File: config.mk
export PLATFORM = sky130hd
export DESIGN_NAME = dual_adc_host
export DESIGN_NICKNAME = d
export VERILOG_FILES = /design/src/rtl/adcq_pkg.sv /design/src/rtl/adcq_ctrl.sv /design/src/rtl/adcq_dp.sv /design/src/rtl/dual_adc_host.sv
export SDC_FILE = /design/constraint.sdc
export NUM_CORES = 1
export LEC_CHECK = 0
export ABC_AREA = 1
export BUFFER_PORTS_ARGS = -buffer_cell sky130_fd_sc_hd__buf_2
export CORE_AREA = 3 3 82 84
export CTS_CLUSTER_SIZE = 28
export DETAILED_ROUTE_END_ITERATION = 10
export DIE_AREA = 0 0 85 87
export GPL_TIMING_DRIVEN = 0
export HOLD_SLACK_MARGIN = 0.06
export PLACE_DENSITY = 0.57
export SYNTH_ARGS = -nofsm -noshare
export SYNTH_HDL_FRONTEND = slang
export SYNTH_SLANG_ARGS = --single-unit
File: constraint.sdc
create_clock -name clk -period 2.96 [get_ports clk]
set_input_delay 0.888 -clock clk [delete_from_list [all_inputs] [get_ports clk]]
set_output_delay 0.888 -clock clk [all_outputs]
set_load 0.02 [all_outputs]
File: src/rtl/adcq_pkg.sv
package adcq_pkg;

  typedef enum logic [1:0] {
    PH_IDLE,
    PH_LEAD,
    PH_LOW,
    PH_HIGH
  } adcqPhase_t;

  typedef struct packed {
    logic load;     // request accepted: latch channel, new control word
    logic fall;     // sclk falls at this edge: present next din bit
    logic capture;  // sclk rises at this edge on a result clock: take dout
    logic emit;     // conversion complete at this edge: publish result
  } adcqStrobe_t;

endpackage

File: src/rtl/adcq_ctrl.sv
module adcq_ctrl
  import adcq_pkg::*;
#(
  parameter int DIV_HALF  = 25,
  parameter int CONV_CLKS = 16,
  parameter int RES_FIRST = 5,
  parameter int RES_BITS  = 10
) (
  input  logic        clk,
  input  logic        rstN,
  input  logic        reqValid,
  output logic        reqReady,
  output logic        csN,
  output logic        sclk,
  output adcqStrobe_t stb
);

  localparam int DIV_W   = (DIV_HALF > 1) ? $clog2(DIV_HALF) : 1;
  localparam int IDX_W   = $clog2(CONV_CLKS);
  localparam int CAP_LO  = RES_FIRST - 1;
  localparam int CAP_HI  = RES_FIRST + RES_BITS - 2;

  adcqPhase_t        phase, nxtPhase;
  logic [DIV_W-1:0]  divCnt;
  logic [IDX_W-1:0]  clkIdx;
  logic              halfDone, lastClk, accept, onResClk;

  assign halfDone = (divCnt == DIV_W'(DIV_HALF - 1));
  assign lastClk  = (clkIdx == IDX_W'(CONV_CLKS - 1));
  assign onResClk = (clkIdx >= IDX_W'(CAP_LO)) && (clkIdx <= IDX_W'(CAP_HI));
  assign reqReady = (phase == PH_IDLE) || (phase == PH_HIGH && halfDone && lastClk);
  assign accept   = reqValid && reqReady;

  always_comb begin
    nxtPhase = phase;
    unique case (phase)
      PH_IDLE: if (accept) nxtPhase = PH_LEAD;
      PH_LEAD: if (halfDone) nxtPhase = PH_LOW;
      PH_LOW:  if (halfDone) nxtPhase = PH_HIGH;
      PH_HIGH: begin
        if (halfDone) begin
          if (!lastClk)    nxtPhase = PH_LOW;
          else if (accept) nxtPhase = PH_LOW;
          else             nxtPhase = PH_IDLE;
        end
      end
      default: nxtPhase = PH_IDLE;
    endcase
  end

  always_comb begin
    stb.load    = accept;
    stb.fall    = (nxtPhase == PH_LOW) && (phase != PH_LOW);
    stb.capture = (phase == PH_LOW) && halfDone && onResClk;
    stb.emit    = (phase == PH_HIGH) && halfDone && lastClk;
  end

  always_ff @(posedge clk or negedge rstN) begin
    if (!rstN) begin
      phase  <= PH_IDLE;
      divCnt <= '0;
      clkIdx <= '0;
      csN    <= 1'b1;
      sclk   <= 1'b1;
    end else begin
      phase <= nxtPhase;
      csN   <= (nxtPhase == PH_IDLE);
      sclk  <= (nxtPhase != PH_LOW);
      if (nxtPhase != phase || phase == PH_IDLE) divCnt <= '0;
      else                                       divCnt <= divCnt + 1'b1;
      if (phase == PH_IDLE)                      clkIdx <= '0;
      else if (phase == PH_HIGH && halfDone)     clkIdx <= lastClk ? '0 : clkIdx + 1'b1;
    end
  end

endmodule

File: src/rtl/adcq_dp.sv
module adcq_dp
  import adcq_pkg::*;
#(
  parameter int CTRL_BITS = 8,
  parameter int RES_BITS  = 10,
  parameter int ADDR_BIT  = 3
) (
  input  logic                clk,
  input  logic                rstN,
  input  adcqStrobe_t         stb,
  input  logic                reqChan,
  input  logic                dout,
  output logic                din,
  output logic                resValid,
  output logic [RES_BITS-1:0] resData,
  output logic                resChan
);

  logic [CTRL_BITS-1:0] shiftWord, newWord;
  logic [RES_BITS-1:0]  resShift;
  logic                 curTag, nextAddr;

  always_comb begin
    newWord           = '0;
    newWord[ADDR_BIT] = reqChan;
  end

  always_ff @(posedge clk or negedge rstN) begin
    if (!rstN) begin
      shiftWord <= '0;
      din       <= 1'b0;
      resShift  <= '0;
      curTag    <= 1'b0;
      nextAddr  <= 1'b0;
      resValid  <= 1'b0;
      resData   <= '0;
      resChan   <= 1'b0;
    end else begin
      if (stb.load) begin
        curTag   <= nextAddr;
        nextAddr <= reqChan;
      end
      if (stb.fall) begin
        if (stb.load) begin
          din       <= newWord[CTRL_BITS-1];
          shiftWord <= newWord << 1;
        end else begin
          din       <= shiftWord[CTRL_BITS-1];
          shiftWord <= shiftWord << 1;
        end
      end else if (stb.load) begin
        shiftWord <= newWord;
      end
      if (stb.capture) resShift <= {resShift[RES_BITS-2:0], dout};
      resValid <= stb.emit;
      if (stb.emit) begin
        resData <= resShift;
        resChan <= curTag;
      end
    end
  end

endmodule

File: src/rtl/dual_adc_host.sv
module dual_adc_host
  import adcq_pkg::*;
#(
  parameter int DIV_HALF  = 25,
  parameter int CONV_CLKS = 16,
  parameter int CTRL_BITS = 8,
  parameter int RES_FIRST = 5,
  parameter int RES_BITS  = 10,
  parameter int ADDR_BIT  = 3
) (
  input  logic                clk,
  input  logic                rstN,
  input  logic                reqValid,
  input  logic                reqChan,
  output logic                reqReady,
  output logic                csN,
  output logic                sclk,
  output logic                din,
  input  logic                dout,
  output logic                resValid,
  output logic [RES_BITS-1:0] resData,
  output logic                resChan
);

  adcqStrobe_t stb;

  adcq_ctrl #(
    .DIV_HALF (DIV_HALF),
    .CONV_CLKS(CONV_CLKS),
    .RES_FIRST(RES_FIRST),
    .RES_BITS (RES_BITS)
  ) uCtrl (
    .clk     (clk),
    .rstN    (rstN),
    .reqValid(reqValid),
    .reqReady(reqReady),
    .csN     (csN),
    .sclk    (sclk),
    .stb     (stb)
  );

  adcq_dp #(
    .CTRL_BITS(CTRL_BITS),
    .RES_BITS (RES_BITS),
    .ADDR_BIT (ADDR_BIT)
  ) uDp (
    .clk     (clk),
    .rstN    (rstN),
    .stb     (stb),
    .reqChan (reqChan),
    .dout    (dout),
    .din     (din),
    .resValid(resValid),
    .resData (resData),
    .resChan (resChan)
  );

endmodule

==> flow_summary.toml, run 1 <==
[synth]
synth-edff-count = 0
synth_ff_type = "dfrtp_1"
ys_seq_elements = 43
syn-num-nets = 221
ys_types = 26
yosysWarningCount = 0
synthCells = 211
avgSynthCellArea_um2 = 9.22
ys_async_sr_fraction = 1.00
syn_area_um2 = 1950
yosysSeqAreaShare = 0.554

[power]
pwr-share-seq = 0.467
power.share.clock = 0.279
p_int_mw = 1.12
switching_share = 0.324
totalPowerFinal_mw = 1.66
comb_power_share = 0.254
p_leak_nw = 1.15
powerDensity_nw_per_um2 = 737
power.switching_uw = 540
ir_drop_v = 0.000303

[worst_setup_path]
path_max_fanout = 6
critPathMaxStageDelay_ns = 0.42
cp_data_arrival_time_ns = 1.61
criticalPathCategory = "register to output port"
path_cells = "inv_1 -> ha_1 -> nand2_1 -> nor2_4 -> nand3_4 -> nand2_4 -> buf_2"
critPathBufInv = 2
cp_slowest_cell = "dfrtp_1"
cp-start-kind = "register"
crit_family = "simple AND/OR/NAND/NOR gates"
crit_required_ns = 2.07
end_kind = "output port"

[hold_path]
min_path_type = "register to register"

[routing]
wl_per_cell_um = 10.3
ant_nets = 0
vias_per_cell = 4.28
drt-initial-drc-count = 64
first_pass_iters = 4
totalWireLength_um = 3220
drc = 0
vias = 1343

[clock_tree]
cts_resized = 0
cts_hold_buf = 0
clock_latency_ns = 0.29
clockRootBuffer = "clkbuf_8"
numCtsBuffers = 5
cts_tree = "built"
clock-sinks = 43
cts.clk_slew.worst_paths_ns = 0.07
cts_max_level = 2
clock_path_buffers = 2
postCtsSetupRepairBufs = 0

[timing]
setup_viol = 0
worst_pin_slew_ns = 0.959
period_share = 0.843
fin_crit_ns = 2.49
holdWs_ns = 0.473
fmax_mhz = 401
fin_worst_skew_ns = 0.00669
hold_violations = 0
tns_ns = 0
rsz0062_at_grt = "false"
relSlewSlack = 0.361
slew_violations = 0

[floorplanning]
core_area_um2 = 5990
die_x_um = 85
io-pin-count = 21
die-area_um2 = 7400
dieHeight_um = 87
std_cell_rows = 28
start_util = 0.325

[placed_design]
place.gp.congestion = 0.717
place_hpwl_um = 2350
numPortBuffers = 20
placed_area_um2 = 2140

[final_layout]
fillers = 612
multi_input_area_um2 = 692
fin_area_um2 = 2260
final_cell_mix = "nand2_1 (58), dfrtp_1 (41), inv_1 (34)"
final_common_cell = "nand2_1"
final_util = 0.377
num-nets-final = 248
diodes = 0
syn2layout_area_growth_pct = 16.0
drive_above_1_share = 0.230
seq_area_um2 = 1080

[global_routing]
grt_pass1_vias = 1317
grt_overflow = 0
grt_pass1_wl_um = 5990
grt_max_degree = 44
grtUsageTotal = 0.101
antenna_found_initial = 0

[run_status]
status = "finished clean"

[run]
maxCapViolations = 0
==> cell usage after synthesis (2+ instances only) <==
master,instances,share of area
nor2_4,4,0.023
ha_1,5,0.032
o21ai_1,9,0.023
o21ai_2,2,0.0090
dfstp_2,2,0.027
o21ai_0,13,0.033
nand3_1,6,0.015
buf_6,2,0.012
xor2_1,3,0.014
xnor2_1,2,0.0090
nand3_2,2,0.010
buf_2,2,0.0051
nand2_1,58,0.11
nor2_1,11,0.021
dfrtp_1,41,0.53
inv_1,34,0.066
nand2_2,3,0.0096
inv_2,4,0.0077
==> logic make-up (layout without fill, tap and decap cells) <==
| group | count (synthesis) | after routing | share of synthesized area |
|---|---|---|---|
| xor+xnor | 5 | 5 | 0.0225 |
| compound gates | 27 | 27 | 0.0817 |
| buf+inv | 42 | 70 | 0.0900 |
| flops | 43 | 43 | 0.554 |
| fa+ha+maj | 5 | 5 | 0.0322 |
| simple gates | 89 | 89 | 0.219 |
==> area by class of cell <==
type | instances | share of cell area
buffer | 4 | 0.0144
multi-input combinational | 126 | 0.307
tap | 75 | 0.0416
inverter | 38 | 0.0632
timing repair buffer | 20 | 0.0443
sequential | 43 | 0.478
clock inverter | 2 | 0.0155
clock buffer | 6 | 0.0366
==> final timing paths <==
| kind | to | from | slack [ns] | depth (start not counted) |
|---|---|---|---|---|
| worst min register to register | uDp.resData[9]$_DFFE_PN0P_ | uDp.resShift[9]$_DFFE_PN0P_ | 0.47 | 2 |
| worst max register to register | uDp.shiftWord[4]$_DFFE_PN0P_ | uCtrl.divCnt[0]$_DFF_PN0_ | 1.36 | 11 |
| max in group asynchronous | uDp.shiftWord[3]$_DFFE_PN0P_ | rstN | 1.63 | 1 |
| worst max-delay path | reqReady | uCtrl.divCnt[0]$_DFF_PN0_ | 0.47 | 7 |
| worst min-delay path | uDp.resData[9]$_DFFE_PN0P_ | uDp.resShift[9]$_DFFE_PN0P_ | 0.47 | 2 |
| min in group asynchronous | uDp.resShift[2]$_DFFE_PN0P_ | rstN | 0.74 | 1 |
==> metal layers <==
| layer | track usage | routed length [µm] | vias up |
|---|---|---|---|
| li1 | - | - | 698 |
| met5 | 0 | 0 | - |
| met1 | 0.129 | 1530 | 610 |
| met4 | 0.0345 | 55 | 0 |
| met3 | 0.0331 | 197 | 5 |
| met2 | 0.160 | 1440 | 30 |
==> flip-flops by register name, summed over array words and instances (netlist names), 2 cells and up <==
signal,count
uCtrl.phase,2
uCtrl.clkIdx,4
uDp.resData,10
uDp.shiftWord,5
uCtrl.divCnt,5
uDp.resShift,10
==> worst reg2reg max path: stages, from the launching register on <==
cell and delay (ns):
dfrtp_1 0.42, inv_1 0.07, ha_1 0.14, nand2_1 0.11
nor2_4 0.22, nand3_4 0.12, nand2_4 0.09, nand2_2 0.07
inv_2 0.10, nor2_1 0.07, nand2_1 0.05, nand2_1 0.05
==> metrics by stage <==
step                      worst slack, ns  std cells
final                               0.465        314
after global routing                0.303        314
after CTS                           0.436        314
after detailed placement            0.764        306
after global placement              0.784        306
after floorplan                      1.01        211
==> power by group through the flow <==
| stage | clock [mW] | sequential (mW) | combinational (mW) |
|---|---|---|---|
| global placement | 0 | 0.788 | 0.421 |
| finish | 0.464 | 0.778 | 0.422 |
| CTS | 0.485 | 0.779 | 0.430 |
| detailed placement | 0 | 0.790 | 0.428 |
| global route | 0.511 | 0.792 | 0.504 |
| floorplan | 0 | 0.792 | 0.324 |
(Power assumes the default switching activity.)
==> run 2: changes to the inputs <==
ABC_AREA = 0   (was 1)
CORE_AREA = 3 3 81 83   (was 3 3 82 84)
DIE_AREA = 0 0 84 86   (was 0 0 85 87)
PLACE_DENSITY = 0.59   (was 0.57)
clock period = 2.02 ns   (was 2.96 ns; I/O delays follow)
==> flow_summary.toml, run 2 <==
[worst_setup_path]
cp_data_arrival_time_ns = 1.61
crit_family = "flip-flops"
path_cells = "inv_2 -> ha_4 -> and4b_1 -> nand4_1 -> buf_6 -> o21ai_4 -> buf_6"
crit_required_ns = 1.41
critPathMaxStageDelay_ns = 0.39
cp-start-kind = "register"
path_max_fanout = 2
critPathBufInv = 3
cp_slowest_cell = "dfrtp_1"
crit_top_cell = "buf_6"
criticalPathCategory = "register to output port"
end_kind = "output port"

[timing]
period_share = 1.10
hold_violations = 0
rsz0062_at_grt = "true"
fin_worst_skew_ns = 0.0133
relSlewSlack = 0.366
fin_crit_ns = 2.22
fin_ws_ns = -0.197
fmax_mhz = 451
tns_ns = -0.197
slew_violations = 0
holdWs_ns = 0.451
worst_pin_slew_ns = 0.951
setup_viol = 1

[power]
totalPowerFinal_mw = 1.42
p_leak_nw = 1.11
ir_drop_v = 0.000383
powerDensity_nw_per_um2 = 622

[synth]
synth-simple-area-share = 0.105
muxShareOfSynthArea = 0.165
synthXorXnorAreaFrac = 0.0140
syn-num-nets = 159
yosysSeqAreaShare = 0.574
synth.area.top_cells = "dfrtp_1 (55%), mux2_2 (14%), ha_1 (3.3%)"
yosysTopAreaCellShare = 0.546
yosysTopAreaCell = "dfrtp_1"
synth_ff_type = "dfrtp_1"
synthTopCellsByCount = "dfrtp_1 (41), mux2_2 (23), nand2_1 (10)"
synth_top_family_by_area = "multiplexers"
avgSynthCellArea_um2 = 12.6
synthAdderAreaFrac = 0.0333
ys_async_sr_fraction = 1.00
synth.most_common_cell = "dfrtp_1"
synth-edff-count = 0
syn_area_um2 = 1880
synthCells = 149
yosysWarningCount = 0
synth_compound_area_frac = 0.0733
ys_types = 35
ys_seq_elements = 43

[clock_tree]
clockRootBuffer = "clkbuf_8"
clock_path_buffers = 2
clock_latency_ns = 0.30
cts.clk_slew.worst_paths_ns = 0.09
cts_tree = "built"
cts_max_level = 2
numCtsBuffers = 5
clock-sinks = 43

[global_routing]
grt_use_met2 = 0.163
grtUsageTotal = 0.102
grt_use_met1 = 0.129
grt.busiest_layer = "met2"
met3_usage = 0.0336
antenna_found_initial = 0
grt_pass1_vias = 1293
grt_max_degree = 44
grt_overflow = 0
grt_pass1_wl_um = 5890

[routing]
drt-initial-drc-count = 77
totalWireLength_um = 3360
first_pass_iters = 4
wl_per_cell_um = 12.9
drc = 0
ant_nets = 0
vias_per_cell = 4.66
vias = 1217

[run]
maxCapViolations = 0

[final_layout]
drive_above_1_share = 0.403
fin_cells = 261
top_regs = "uDp.resData (10), uDp.resShift (10)"
final_util = 0.386
final_common_cell = "dfrtp_1"
diodes = 0
num-nets-final = 195
fin_area_um2 = 2280
syn2layout_area_growth_pct = 21.6
final_cell_mix = "dfrtp_1 (41), mux2_2 (23), buf_2 (20)"

[floorplanning]
die_x_um = 84
std_cell_rows = 28
core_area_um2 = 5920
io-pin-count = 21
dieHeight_um = 86
start_util = 0.317
die-area_um2 = 7220

[run_status]
status = "finished, violations left"
violations = "setup timing"

[placed_design]
place.gp.congestion = 0.799
place_hpwl_um = 2160
placed_area_um2 = 2090
placedCellCount = 244
numPortBuffers = 20
post-place-ws_ns = -0.459

[hold_path]
min_path_type = "primary input to async pin"
==> run 2: cell type report <==
cell class / instances / area, µm²
Clock buffer: 7 / 76.3
Fill cell: 564 / 3640
Sequential cell: 43 / 1080
Clock inverter: 1 / 5.00
Buffer: 6 / 41.3
Inverter: 8 / 30.0
Tap cell: 75 / 93.8
Timing Repair Buffer: 30 / 194
Multi-Input combinational cell: 91 / 764
==> run 2: worst reg2reg max path: cells and delay by family, from the launching register on <==
kind	cells	cell delay (ns)
buffers and inverters	5	0.59
DFF	1	0.39
muxes	1	0.33
and+or+nand+nor	1	0.22
AOI/OAI and AO/OA	1	0.19
adders and majority gates	1	0.12
==> run 2: timing repair <==
action                     in CTS  in global routing
hold buffers                    0                  0
setup buffers                   8                  2
resized for setup               4                 13
setup endpoints to repair      19                 16
pin swaps                       2                  3
==> run 2: report_power, final <==
part	internal, mW	switching (mW)
logic	0.00596	0.0205
clock network	0.243	0.285
registers	0.863	0.00151
total	1.11	0.308
==> run 2: kinds of logic (layout without fill, tap and decap cells) <==
group | count (synthesis) | after routing
AOI/OAI and AO/OA | 18 | 18
xor gates and xnor gates | 3 | 3
adders and majority gates | 5 | 5
buffers and inverters | 15 | 52
DFF | 43 | 43
muxes | 28 | 28
and+or+nand+nor | 37 | 37
==> run 2: final timing paths <==
path | startpoint | slack, ns | endpoint | cells past startpoint
worst max register to register | uCtrl.divCnt[1]$_DFF_PN0_ | 0.08 | uDp.nextAddr$_DFFE_PN0P_ | 9
worst max-delay path | uCtrl.divCnt[1]$_DFF_PN0_ | -0.20 | reqReady | 7
worst min-delay path | rstN | 0.45 | uCtrl.clkIdx[2]$_DFFE_PN0P_ | 1
worst min register to register | uDp.din$_DFFE_PN0P_ | 0.48 | uDp.din$_DFFE_PN0P_ | 2
max in group asynchronous | rstN | 0.97 | uDp.resData[3]$_DFFE_PN0P_ | 1
min in group clk | uDp.din$_DFFE_PN0P_ | 0.48 | uDp.din$_DFFE_PN0P_ | 2
==> run 2: layer usage <==
layer  routed length, µm  vias up
met4                  42        0
met3                 154        5
met5                   0        -
met1                1610      593
li1                    -      594
met2                1560       25
==> run 3: changes to the inputs <==
CORE_AREA = 5 5 83 85   (was 3 3 81 83)
DIE_AREA = 0 0 88 90   (was 0 0 84 86)
==> flow_summary.toml, run 3 (same netlist as run 2, synthesis figures left out) <==
[hold_path]
min_path_type = "primary input to async pin"

[placed_design]
place.gp.congestion = 0.775
place_hpwl_um = 2250
numPortBuffers = 20
placedCellCount = 246

[timing]
hold_violations = 0
fin_crit_ns = 2.24
rsz0062_at_grt = "true"
period_share = 1.11
holdWs_ns = 0.446
fin_worst_skew_ns = 0.00735
fmax_mhz = 446
fin_ws_ns = -0.220
setup_viol = 1
slew_violations = 0
relSlewSlack = 0.371
worst_pin_slew_ns = 0.943

[worst_setup_path]
crit_family = "flip-flops"
ff2ff_path_depth = 5
critPathMaxStageDelay_ns = 0.38
reg2reg_to = "uDp.shiftWord[4]$_DFFE_PN0P_"
path_cells = "ha_2 -> and3_4 -> nand4_1 -> buf_6 -> o21ai_4 -> buf_6"
criticalPathCategory = "register to output port"
cp_slowest_cell = "dfrtp_1"
path_max_fanout = 4
r2r_setup_slack_ns = 0.10
r2r_start = "uCtrl.clkIdx[1]$_DFFE_PN0P_"
critPathBufInv = 2
cp-start-kind = "register"
crit_required_ns = 1.41
cp_data_arrival_time_ns = 1.63
end_kind = "output port"
crit_top_cell = "buf_6"

[routing]
drt-initial-drc-count = 74
wl_per_cell_um = 13.6
vias = 1234
first_pass_iters = 2
vias_per_cell = 4.66
totalWireLength_um = 3610
ant_nets = 0
drc = 0

[power]
power.switching_uw = 302
powerDensity_nw_per_um2 = 612
power.share.clock = 0.370
switching_share = 0.213
pwr-share-seq = 0.612
comb_power_share = 0.019
p_int_mw = 1.11
p_leak_nw = 1.12
totalPowerFinal_mw = 1.41
ir_drop_v = 0.000322

[global_routing]
grt_max_degree = 44
met3_usage = 0.0293
grt_use_met2 = 0.142
grt_pass1_wl_um = 5850
grtUsageTotal = 0.0954
grt_use_met1 = 0.130
grt_overflow = 0
antenna_found_initial = 0
grt_pass1_vias = 1203
grt.busiest_layer = "met2"

[clock_tree]
cts.clk_slew.worst_paths_ns = 0.08
clock_path_buffers = 2
cts_hold_buf = 0
cts_max_level = 2
cts_tree = "built"
clock_latency_ns = 0.29
clock-sinks = 43
clockRootBuffer = "clkbuf_8"
numCtsBuffers = 5

[run_status]
violations = "setup timing"
status = "finished, violations left"

[final_layout]
fin_cells = 265
diodes = 0
drive_above_1_share = 0.394
final_util = 0.377
final_common_cell = "dfrtp_1"
syn2layout_area_growth_pct = 23.0
num-nets-final = 197
final_cell_mix = "dfrtp_1 (41), mux2_2 (23), buf_2 (19)"
fillers = 606
top_regs = "uDp.resData (10), uDp.resShift (10)"

[floorplanning]
io-pin-count = 21
die_x_um = 88
core_area_um2 = 6130
die-area_um2 = 7920
std_cell_rows = 29
start_util = 0.306
dieHeight_um = 90

[run]
maxCapViolations = 0
-- run 3: cell count changes in the layout (fill, tap and decap cells not counted), sizes merged --
| cell | before | now |
|---|---|---|
| clkbuf | 10 | 12 |
-- run 3: stage by stage --
stage | setup WS (ns) | instance area, µm² | setup TNS, ns
global placement | -0.448 | 2090 | -2.50
finish | -0.220 | 2310 | -0.220
CTS | -0.279 | 2260 | -0.279
floorplan | -0.0106 | 1900 | -0.0106
detailed placement | -0.425 | 2090 | -2.68
global route | -0.328 | 2310 | -0.372
-- run 3: what timing repair did --
item | 4_1_cts | 5_1_grt
buffers inserted | 8 | 4
pin swaps | 2 | 1
endpoints found under the setup margin | 19 | 15
resized for setup | 5 | 8
cloned | 0 | 1
-- run 3: power by group through the flow --
stage	sequential (mW)	clock [mW]	combinational (mW)
floorplan	0.881	0	0.00470
global placement	0.882	0	0.0289
detailed placement	0.882	0	0.0286
CTS	0.865	0.549	0.0286
global route	0.865	0.589	0.0322
finish	0.865	0.522	0.0266
-- run 3: worst max-delay path by stage --
stage                                 from  endpoint  slack [ns]  cells after the start
2_1_floorplan    uCtrl.divCnt[0]$_DFF_PN0_  reqReady       -0.01                      7
3_3_place_gp     uCtrl.divCnt[0]$_DFF_PN0_  reqReady       -0.45                      8
3_5_place_dp      uCtrl.phase[1]$_DFF_PN0_  reqReady       -0.42                      5
4_1_cts          uCtrl.divCnt[0]$_DFF_PN0_  reqReady       -0.28                      8
5_1_grt          uCtrl.divCnt[1]$_DFF_PN0_  reqReady       -0.33                      7
6_report       uCtrl.clkIdx[1]$_DFFE_PN0P_  reqReady       -0.22                      6
-- run 3: per-layer routing --
metal / vias up / wire [µm]
met5: - / 0
met3: 5 / 155
met4: 0 / 46
li1: 595 / -
met2: 21 / 1750
met1: 613 / 1650
-- run 3: cell type report --
type,instances,area (µm²),share of cell area
clock inverter,1,5.00,0.00217
inverter,8,30.0,0.0130
clock buffer,7,76.3,0.0330
buffer,6,41.3,0.0179
sequential,43,1080,0.467
timing repair buffer,32,230,0.0997
multi-input combinational,91,752,0.326
tap,77,96.3,0.0417
